### config.mk
export PLATFORM = sky130hd
export DESIGN_NAME = opreg_access_engine
export DESIGN_NICKNAME = d
export VERILOG_FILES = /design/src/rtl/opreg_pkg.sv /design/src/rtl/opreg_frame_ctl.sv /design/src/rtl/opreg_pointer.sv /design/src/rtl/opreg_write_stage.sv /design/src/rtl/opreg_read_stage.sv /design/src/rtl/opreg_access_engine.sv
export SDC_FILE = /design/constraint.sdc
export NUM_CORES = 1
export LEC_CHECK = 0
export BUFFER_PORTS_ARGS = -buffer_cell sky130_fd_sc_hd__buf_2
export CELL_PAD_IN_SITES_DETAIL_PLACEMENT = 0
export CELL_PAD_IN_SITES_GLOBAL_PLACEMENT = 2
export CORE_MARGIN = 2
export CORE_UTILIZATION = 33
export CTS_BUF_LIST = sky130_fd_sc_hd__clkbuf_4
export CTS_CLUSTER_SIZE = 14
export DETAILED_ROUTE_END_ITERATION = 8
export HOLD_SLACK_MARGIN = 0.08
export PLACE_DENSITY = 0.81
export SYNTH_ARGS = -nofsm -noshare
export SYNTH_HDL_FRONTEND = slang
export SYNTH_SLANG_ARGS = --single-unit
### constraint.sdc
create_clock -name clk -period 2.1 [get_ports clk]
set_input_delay 0.42 -clock clk [delete_from_list [all_inputs] [get_ports clk]]
set_output_delay 0.42 -clock clk [all_outputs]
set_load 0.05 [all_outputs]
### src/rtl/opreg_pkg.sv
package opreg_pkg;

    localparam int BYTE_W = 8;

    localparam logic [BYTE_W-1:0] OPC_WRITE  = 8'h08;
    localparam logic [BYTE_W-1:0] OPC_SETB   = 8'h18;
    localparam logic [BYTE_W-1:0] OPC_CLRB   = 8'h20;
    localparam logic [BYTE_W-1:0] OPC_BWRITE = 8'h28;
    localparam logic [BYTE_W-1:0] OPC_BREAD  = 8'h30;

    // Position of the incoming byte inside a write frame
    typedef enum logic [1:0] {
        PH_OPCODE,
        PH_ADDR,
        PH_DATA,
        PH_DROP
    } phase_e;

    // Decoded access kind
    typedef enum logic [2:0] {
        K_NONE,
        K_WRITE,
        K_SET,
        K_CLR,
        K_BWRITE,
        K_BREAD
    } kind_e;

    // A data byte handed from the frame decoder to the write stage
    typedef struct packed {
        logic              fire;
        kind_e             kind;
        logic [BYTE_W-1:0] data;
    } wr_req_t;

    function automatic kind_e decode_opcode(input logic [BYTE_W-1:0] b);
        case (b)
            OPC_WRITE:  return K_WRITE;
            OPC_SETB:   return K_SET;
            OPC_CLRB:   return K_CLR;
            OPC_BWRITE: return K_BWRITE;
            OPC_BREAD:  return K_BREAD;
            default:    return K_NONE;
        endcase
    endfunction

    function automatic logic [BYTE_W-1:0] merge_byte(input kind_e k,
                                                     input logic [BYTE_W-1:0] old_v,
                                                     input logic [BYTE_W-1:0] new_v);
        case (k)
            K_SET:   return old_v | new_v;
            K_CLR:   return old_v & ~new_v;
            default: return new_v;
        endcase
    endfunction

endpackage

### src/rtl/opreg_frame_ctl.sv
module opreg_frame_ctl
    import opreg_pkg::*;
(
    input  logic              clk,
    input  logic              rst,
    input  logic              frm_start,
    input  logic              frm_stop,
    input  logic              rx_valid,
    input  logic [BYTE_W-1:0] rx_byte,
    output wr_req_t           wreq,
    output logic              ptr_load,
    output logic              ptr_step_wr,
    output logic              rd_armed
);

    phase_e phase_q;
    kind_e  kind_q;
    kind_e  kind_in;
    logic   armed_q;
    logic   accept;

    assign kind_in = decode_opcode(rx_byte);

    // Stop has priority over start, start over a byte in the same cycle
    always_comb begin
        accept      = rx_valid && !frm_start && !frm_stop;
        wreq.fire   = accept && (phase_q == PH_DATA);
        wreq.kind   = kind_q;
        wreq.data   = rx_byte;
        ptr_load    = accept && (phase_q == PH_ADDR);
        ptr_step_wr = wreq.fire && (kind_q == K_BWRITE);
    end

    assign rd_armed = armed_q;

    always_ff @(posedge clk) begin
        if (rst) begin
            phase_q <= PH_OPCODE;
            kind_q  <= K_NONE;
            armed_q <= 1'b0;
        end else if (frm_stop) begin
            phase_q <= PH_OPCODE;
            kind_q  <= K_NONE;
            armed_q <= 1'b0;
        end else if (frm_start) begin
            phase_q <= PH_OPCODE;
        end else if (rx_valid) begin
            case (phase_q)
                PH_OPCODE: begin
                    kind_q  <= kind_in;
                    armed_q <= 1'b0;
                    phase_q <= (kind_in == K_NONE) ? PH_DROP : PH_ADDR;
                end
                PH_ADDR: begin
                    if (kind_q == K_BREAD) begin
                        armed_q <= 1'b1;
                        phase_q <= PH_DROP;
                    end else begin
                        phase_q <= PH_DATA;
                    end
                end
                PH_DATA: begin
                    if (kind_q != K_BWRITE)
                        phase_q <= PH_DROP;
                end
                default: ;
            endcase
        end
    end

    // a stop leaves the decoder waiting for an opcode, with no read setup
    p_stop_clears_r9: assert property (@(posedge clk) disable iff (rst)
        frm_stop |=> (phase_q == PH_OPCODE) && !armed_q);

    // a single, set or clear frame closes after its one data byte
    p_three_bytes_r5: assert property (@(posedge clk) disable iff (rst)
        (wreq.fire && (kind_q != K_BWRITE)) |=> (phase_q == PH_DROP));

    // an unknown opcode sends the frame to the drop phase
    p_unknown_drop_r8: assert property (@(posedge clk) disable iff (rst)
        (accept && (phase_q == PH_OPCODE) && (kind_in == K_NONE)) |=> (phase_q == PH_DROP));

endmodule

### src/rtl/opreg_pointer.sv
module opreg_pointer #(
    parameter int ADDR_W = 8
) (
    input  logic              clk,
    input  logic              rst,
    input  logic              load,
    input  logic [ADDR_W-1:0] load_val,
    input  logic              step,
    output logic [ADDR_W-1:0] ptr
);

    localparam logic [ADDR_W-1:0] PTR_ONE  = ADDR_W'(1);
    localparam logic [ADDR_W-1:0] PTR_LAST = '1;

    logic [ADDR_W-1:0] ptr_q;

    always_ff @(posedge clk) begin
        if (rst)
            ptr_q <= '0;
        else if (load)
            ptr_q <= load_val;
        else if (step)
            ptr_q <= ptr_q + PTR_ONE;
    end

    assign ptr = ptr_q;

    // each stepped byte advances the pointer by one
    p_ptr_step_r6: assert property (@(posedge clk) disable iff (rst)
        (step && !load) |=> (ptr_q == $past(ptr_q) + PTR_ONE));

    // stepping from the top address lands on zero
    p_ptr_wrap_r6: assert property (@(posedge clk) disable iff (rst)
        (step && !load && (ptr_q == PTR_LAST)) |=> (ptr_q == '0));

    // the pointer holds when nothing loads or steps it
    p_ptr_hold_r10: assert property (@(posedge clk) disable iff (rst)
        (!step && !load) |=> $stable(ptr_q));

endmodule

### src/rtl/opreg_write_stage.sv
module opreg_write_stage
    import opreg_pkg::*;
#(
    parameter int ADDR_W = 8
) (
    input  logic              clk,
    input  logic              rst,
    input  wr_req_t           wreq,
    input  logic [ADDR_W-1:0] ptr,
    input  logic [BYTE_W-1:0] reg_rdata,
    output logic [BYTE_W-1:0] cur_val,
    output logic              reg_we,
    output logic [ADDR_W-1:0] reg_waddr,
    output logic [BYTE_W-1:0] reg_wdata
);

    logic              we_q;
    logic [ADDR_W-1:0] waddr_q;
    logic [BYTE_W-1:0] wdata_q;
    logic              fire;
    logic              fire_set;
    logic              fire_clr;
    logic [BYTE_W-1:0] in_data;

    assign fire     = wreq.fire;
    assign fire_set = wreq.fire && (wreq.kind == K_SET);
    assign fire_clr = wreq.fire && (wreq.kind == K_CLR);
    assign in_data  = wreq.data;

    // A write still in flight to the pointed address wins over the file
    assign cur_val = (we_q && (waddr_q == ptr)) ? wdata_q : reg_rdata;

    always_ff @(posedge clk) begin
        if (rst) begin
            we_q    <= 1'b0;
            waddr_q <= '0;
            wdata_q <= '0;
        end else begin
            we_q <= fire;
            if (fire) begin
                waddr_q <= ptr;
                wdata_q <= merge_byte(wreq.kind, cur_val, wreq.data);
            end
        end
    end

    assign reg_we    = we_q;
    assign reg_waddr = waddr_q;
    assign reg_wdata = wdata_q;

    // a strobe only ever follows an accepted data byte
    p_we_lag_r2: assert property (@(posedge clk) disable iff (rst)
        reg_we |-> $past(fire));

    // every bit named in a set byte ends up high
    p_set_bits_r3: assert property (@(posedge clk) disable iff (rst)
        $past(fire_set) |-> ((reg_wdata & $past(in_data)) == $past(in_data)));

    // every bit named in a clear byte ends up low
    p_clr_bits_r4: assert property (@(posedge clk) disable iff (rst)
        $past(fire_clr) |-> ((reg_wdata & $past(in_data)) == '0));

endmodule

### src/rtl/opreg_read_stage.sv
module opreg_read_stage
    import opreg_pkg::*;
(
    input  logic              clk,
    input  logic              rst,
    input  logic              rd_req,
    input  logic [BYTE_W-1:0] cur_val,
    output logic              tx_valid,
    output logic [BYTE_W-1:0] tx_byte
);

    logic              valid_q;
    logic [BYTE_W-1:0] byte_q;

    always_ff @(posedge clk) begin
        if (rst) begin
            valid_q <= 1'b0;
            byte_q  <= '0;
        end else begin
            valid_q <= rd_req;
            if (rd_req)
                byte_q <= cur_val;
        end
    end

    assign tx_valid = valid_q;
    assign tx_byte  = byte_q;

    // every request is answered in the next cycle and nothing else is
    p_tx_answers_r7: assert property (@(posedge clk) disable iff (rst)
        rd_req |=> tx_valid);

    p_tx_only_asked_r7: assert property (@(posedge clk) disable iff (rst)
        tx_valid |-> $past(rd_req));

endmodule

### src/rtl/opreg_access_engine.sv
module opreg_access_engine
    import opreg_pkg::*;
#(
    parameter int ADDR_W = 8
) (
    input  logic              clk,
    input  logic              rst,
    input  logic              frm_start,
    input  logic              frm_stop,
    input  logic              rx_valid,
    input  logic [7:0]        rx_byte,
    input  logic              rd_req,
    output logic              tx_valid,
    output logic [7:0]        tx_byte,
    output logic [ADDR_W-1:0] reg_raddr,
    input  logic [7:0]        reg_rdata,
    output logic              reg_we,
    output logic [ADDR_W-1:0] reg_waddr,
    output logic [7:0]        reg_wdata
);

    wr_req_t           wreq;
    logic              ptr_load;
    logic              ptr_step_wr;
    logic              rd_armed;
    logic              ptr_step;
    logic [ADDR_W-1:0] ptr;
    logic [BYTE_W-1:0] cur_val;

    opreg_frame_ctl u_frame (
        .clk         (clk),
        .rst         (rst),
        .frm_start   (frm_start),
        .frm_stop    (frm_stop),
        .rx_valid    (rx_valid),
        .rx_byte     (rx_byte),
        .wreq        (wreq),
        .ptr_load    (ptr_load),
        .ptr_step_wr (ptr_step_wr),
        .rd_armed    (rd_armed)
    );

    // The pointer steps on burst data bytes and on reads after a burst-read setup
    assign ptr_step = ptr_step_wr || (rd_req && rd_armed);

    opreg_pointer #(.ADDR_W(ADDR_W)) u_ptr (
        .clk      (clk),
        .rst      (rst),
        .load     (ptr_load),
        .load_val (rx_byte[ADDR_W-1:0]),
        .step     (ptr_step),
        .ptr      (ptr)
    );

    assign reg_raddr = ptr;

    opreg_write_stage #(.ADDR_W(ADDR_W)) u_wr (
        .clk       (clk),
        .rst       (rst),
        .wreq      (wreq),
        .ptr       (ptr),
        .reg_rdata (reg_rdata),
        .cur_val   (cur_val),
        .reg_we    (reg_we),
        .reg_waddr (reg_waddr),
        .reg_wdata (reg_wdata)
    );

    opreg_read_stage u_rd (
        .clk      (clk),
        .rst      (rst),
        .rd_req   (rd_req),
        .cur_val  (cur_val),
        .tx_valid (tx_valid),
        .tx_byte  (tx_byte)
    );

    // a read with no burst-read setup leaves the pointer where it was
    p_unarmed_read_r10: assert property (@(posedge clk) disable iff (rst)
        (rd_req && !rd_armed && !rx_valid) |=> $stable(reg_raddr));

endmodule

==> results summary <==
The run finished with clean final reports. A synthesized cell averages approximately 8.3 um^2. The floorplan core area came out at roughly 7300 um^2.

The worst pin sits at a relative slew slack of around 62%. The final worst slack came out at approximately 0.27 ns. The antenna violation net count after detailed routing came out at 0. The cell count of the worst hold path came out at 2. Along the worst path, the maximum fanout reaches 13. Relative to the synthesized area, the layout overhead comes to 18.93%. The buffer levels on the longest clock path is 2. The synthesis-stage register bit count is 40.

The number of setup buffers added after CTS is 0. The clock net in this run drives a total of 40 sinks. Pin placement for this block handled 56 I/O pins. The total number of placement rows came out at 31. The number of flops mapped to enable cells by yosys came out at 0. The share of the clock period used by the worst path after layout is about 87%.

The post-synthesis async set-or-reset flop share is 0%. The floorplan die width came out at 91.23 um. The worst hold margin came out at between 0.3 and 0.4 ns.

The number of I/O port buffers came out at 55. The remaining design rule violation count came out at 0. The number of fillers in the final layout is 799. The depth of the most critical reg-to-reg path is 7. For this run the aggregate overflow at the end of global routing stands at 0. The global-route usage over all layers is between 10% and 20%. The number of antenna violations at the first check in global routing is 0.

In this run the critical register-to-register path is captured at u_ptr.ptr[5]. The number of hold buffers added after CTS came out at 0. The total number of vias came out at ~2,500. The number of vias per cell is 5.513. Data arrives at the worst endpoint at between 2 and 2.5 ns. By startpoint and endpoint, the worst setup path is classified as reg -> reg. The worst-case setup slack after placement is about 0.29 ns. The initial cell density of the core is between 30% and 40%.

The worst hold endpoint is u_frame.phase_q[1]. The maximum number of pins on one net before global-route repair came out at 37. The net switching power of the design came out at around 420 uW. The buffers plus inverters on the worst setup path came out at 2.

For this design, the slowest cell found on the critical path is sky130_fd_sc_hd__dfxtp_1. The count of non-filler cells in the finished layout came out at around 450. The HPWL after detailed placement is approximately 5400 um. The final layout net count is ~380. The number of max-capacitance violations reported is 0. The floorplan step defined a die boundary enclosing approximately 8300 um^2. The clock network burns between 30% and 40% of the power. Walking the worst path, the cells encountered are inv_1 > ha_1 > and4bb_2 > buf_4 > nor4_1 > o21ai_1 > a21oi_1.

Setup violations remaining at the end of the flow were counted as 0. The maximum resistive drop on vdd is between 300 and 400 uV. The worst endpoint required time came out at around 2.4 ns. The area of the mapped netlist came out at roughly 2500 um^2. Of the synthesized area, sequential elements account for 31.89%. The family with the most delay on the worst path is simple AND/OR/NAND/NOR gates.

The total internal power came out at about 1200 uW. The wire length of the first global-routing pass came out at about 12,000 um. In the final layout, the share of cells above drive strength 1 is 26.20%.

The number of detailed-routing iterations run before antenna repair came out at 4. The largest incremental delay on the critical path came out at slightly below 0.4 ns. The instance count of the mapped netlist came out at 303. The synthesized net count came out at between 300 and 400. The post-synthesis cell type count came out at between 50 and 60. The die boundary height is a little over 90 um. The startpoint identified for the worst hold timing path is frm_start.

The clock transition at the registers of the reported paths is 0.12 ns. The leakage component of the power came out at 0.001099 uW. The total of warnings raised by yosys came out at 0.

The clock buffer count from CTS is 5. The routed wirelength normalized by instance count came out at roughly 16 um. Clock skew on the completed layout was measured at between 0.01 and 0.015 ns.

The cell at the root of the clock tree is sky130_fd_sc_hd__clkbuf_4. The worst register-to-register path begins at u_frame.phase_q[1]. The type of the worst min-delay path is in -> reg. The hold violation total from the final report is 0. The design draws between 1500 and 2000 uW. The worst setup path is launched from a flip-flop.

The sum of negative setup slack came out at 0 ns. The highest achievable clock rate is 0.5463 GHz. The power density of the placed cells came out at 542.2 nW/um^2. The relative contribution of combinational cells to total power came out at 12.3%. The final critical delay including setup and external delays came out at about 1.8 ns. The number of gates resized after CTS was 0. The H-tree depth reported by CTS is 2. For the pin with the worst max-slew slack, the measured transition is about 0.56 ns. The clock tree from TritonCTS is built.

The most used flip-flop cell after synthesis is sky130_fd_sc_hd__dfxtp_1. Setup repair after global routing left no endpoint under its margin. The switching share of power is about 26%.

For this block, the routed nets add up to ~7500 um of wire. The clock insertion delay at the later pin of the skew report is between 0.3 and 0.4 ns. The final number of max-transition violations is 0.

The number of global-route vias before repair came to around 2,400. In this run, placement finished with an instance count of between 400 and 500. The sequential group share of total power came out at between 40% and 50%. The routability congestion estimate came out at slightly above 0.8. STA classifies the critical path endpoint as a flip-flop. The setup slack of the most critical reg-to-reg path is roughly 0.27 ns. The number of antenna repair diodes is 0. The number of design-rule violations left by the first detailed-router iteration came out at between 200 and 250.
flip-flops by register name, indices dropped and copies added, names as in the netlist:
| name | cells |
|---|---|
| u_ptr.ptr | 8 |
| u_rd.tx_valid | 1 |
| u_wr.reg_we | 1 |
| u_frame.kind_q | 3 |
| u_wr.reg_waddr | 8 |
| u_rd.tx_byte | 8 |
| u_frame.rd_armed | 1 |
| u_wr.reg_wdata | 8 |
| u_frame.phase_q | 2 |
power groups by stage:
stage	registers, uW	clock network [uW]	logic, uW
after floorplan	842	0	87.5
after global placement	796	0	199
after detailed placement	797	0	199
after CTS	781	658	199
after global routing	783	685	216
final	781	639	199
metal layers:
metal	share of wire, %	track usage (%)	routed length (um)
met1	48	26.08	3617
met2	43	27.35	3241
met3	7.1	3.817	530
met4	1.1	4.672	83
met5	0	0	0
cell type report:
| cell class | instances | area [um^2] | share of cell area (%) |
|---|---|---|---|
| Sequential cell | 40 | 800.8 | 26.81 |
| Inverter | 9 | 33.78 | 1.131 |
| Multi-Input combinational cell | 226 | 1508 | 50.48 |
| Clock inverter | 2 | 60.06 | 2.011 |
| Clock buffer | 5 | 37.54 | 1.257 |
| Timing Repair Buffer | 73 | 422.9 | 14.16 |
| Tap cell | 99 | 123.9 | 4.147 |
synthesized netlist by cell type, drive strengths merged (5+ instances only):
| cell | instances | area, um^2 |
|---|---|---|
| a22oi | 8 | 60.06 |
| clkbuf | 6 | 22.52 |
| nand3 | 5 | 30.03 |
| xnor2 | 8 | 77.58 |
| a21oi | 21 | 105.1 |
| dfxtp | 40 | 800.8 |
| o31ai | 17 | 127.6 |
| nand2 | 33 | 123.9 |
| o21ai | 13 | 65.06 |
| nor4 | 10 | 87.59 |
| and2 | 6 | 37.54 |
| nor2 | 22 | 82.58 |
| o211ai | 7 | 52.55 |
| buf | 22 | 146.4 |
| a311oi | 8 | 70.07 |
| nand4 | 11 | 68.82 |
| inv | 9 | 33.78 |
| o32ai | 7 | 83.83 |
stage by stage:
step	util (%)	instance area (um^2)
3_3_place_gp	39.62	2889
4_1_cts	40.96	2987
5_1_grt	40.96	2987
2_1_floorplan	-	2511
6_report	40.96	2987
3_5_place_dp	39.62	2889
layout by cell type (no fill, tap or decap), types with 2 or more instances in the layout:
| cell | count |
|---|---|
| sky130_fd_sc_hd__inv_1 | 9 |
| sky130_fd_sc_hd__nor2b_1 | 2 |
| sky130_fd_sc_hd__o31ai_1 | 17 |
| sky130_fd_sc_hd__and3_1 | 4 |
| sky130_fd_sc_hd__nand3b_1 | 2 |
| sky130_fd_sc_hd__o22ai_1 | 2 |
| sky130_fd_sc_hd__buf_4 | 17 |
| sky130_fd_sc_hd__mux2i_1 | 3 |
| sky130_fd_sc_hd__o32ai_1 | 4 |
| sky130_fd_sc_hd__dfxtp_1 | 40 |
| sky130_fd_sc_hd__o21ai_1 | 12 |
| sky130_fd_sc_hd__buf_2 | 55 |
| sky130_fd_sc_hd__a21oi_1 | 21 |
| sky130_fd_sc_hd__nand4b_1 | 2 |
| sky130_fd_sc_hd__and2_1 | 6 |
| sky130_fd_sc_hd__ha_1 | 4 |
| sky130_fd_sc_hd__nand3_1 | 4 |
| sky130_fd_sc_hd__nor3_1 | 4 |
| sky130_fd_sc_hd__o211ai_1 | 7 |
| sky130_fd_sc_hd__a31oi_1 | 2 |
| sky130_fd_sc_hd__nand2b_1 | 4 |
| sky130_fd_sc_hd__nor3b_2 | 2 |
| sky130_fd_sc_hd__nor4_2 | 4 |
| sky130_fd_sc_hd__nor2_1 | 22 |
| sky130_fd_sc_hd__clkbuf_4 | 5 |
| sky130_fd_sc_hd__nor4_1 | 6 |
| sky130_fd_sc_hd__nand4_1 | 11 |
| sky130_fd_sc_hd__xnor2_1 | 7 |
| sky130_fd_sc_hd__a311oi_1 | 8 |
| sky130_fd_sc_hd__nand2_1 | 33 |
| sky130_fd_sc_hd__a22oi_1 | 8 |
| sky130_fd_sc_hd__or3b_1 | 2 |
| sky130_fd_sc_hd__o32ai_2 | 3 |
| sky130_fd_sc_hd__bufinv_16 | 2 |
| sky130_fd_sc_hd__and4_1 | 2 |
worst max path at each step:
stage,startpoint,cells past startpoint,end,slack (ns)
finish,u_frame.phase_q[1],7,u_ptr.ptr[5],0.27
global route,u_frame.phase_q[1],7,u_ptr.ptr[5],0.05
CTS,u_frame.phase_q[1],7,u_ptr.ptr[5],0.26
detailed placement,u_frame.phase_q[1],7,u_ptr.ptr[5],0.29
global placement,u_frame.phase_q[1],7,u_ptr.ptr[5],0.28
floorplan,u_ptr.ptr[4],6,u_wr.reg_wdata[6],0.22
worst reg2reg max path, stage by stage, from the launching register on:
cell and delay [ns]:
sky130_fd_sc_hd__dfxtp_1 0.39, sky130_fd_sc_hd__inv_1 0.08, sky130_fd_sc_hd__ha_1 0.23, sky130_fd_sc_hd__and4bb_2 0.36, sky130_fd_sc_hd__buf_4 0.21, sky130_fd_sc_hd__nor4_1 0.26
sky130_fd_sc_hd__o21ai_1 0.11, sky130_fd_sc_hd__a21oi_1 0.14
cell families after synthesis:
group / Yosys count / synth area share, %
buffers and inverters: 37 / 8.072
XOR/XNOR: 9 / 3.438
flip-flops: 40 / 31.89
AO/OA/AOI/OAI: 91 / 26.36
multiplexers: 3 / 1.196
AND/OR/NAND/NOR: 119 / 27.06
adder cells (fa/ha/maj): 4 / 1.993
Note: power is estimated with default switching activity, not from simulation.
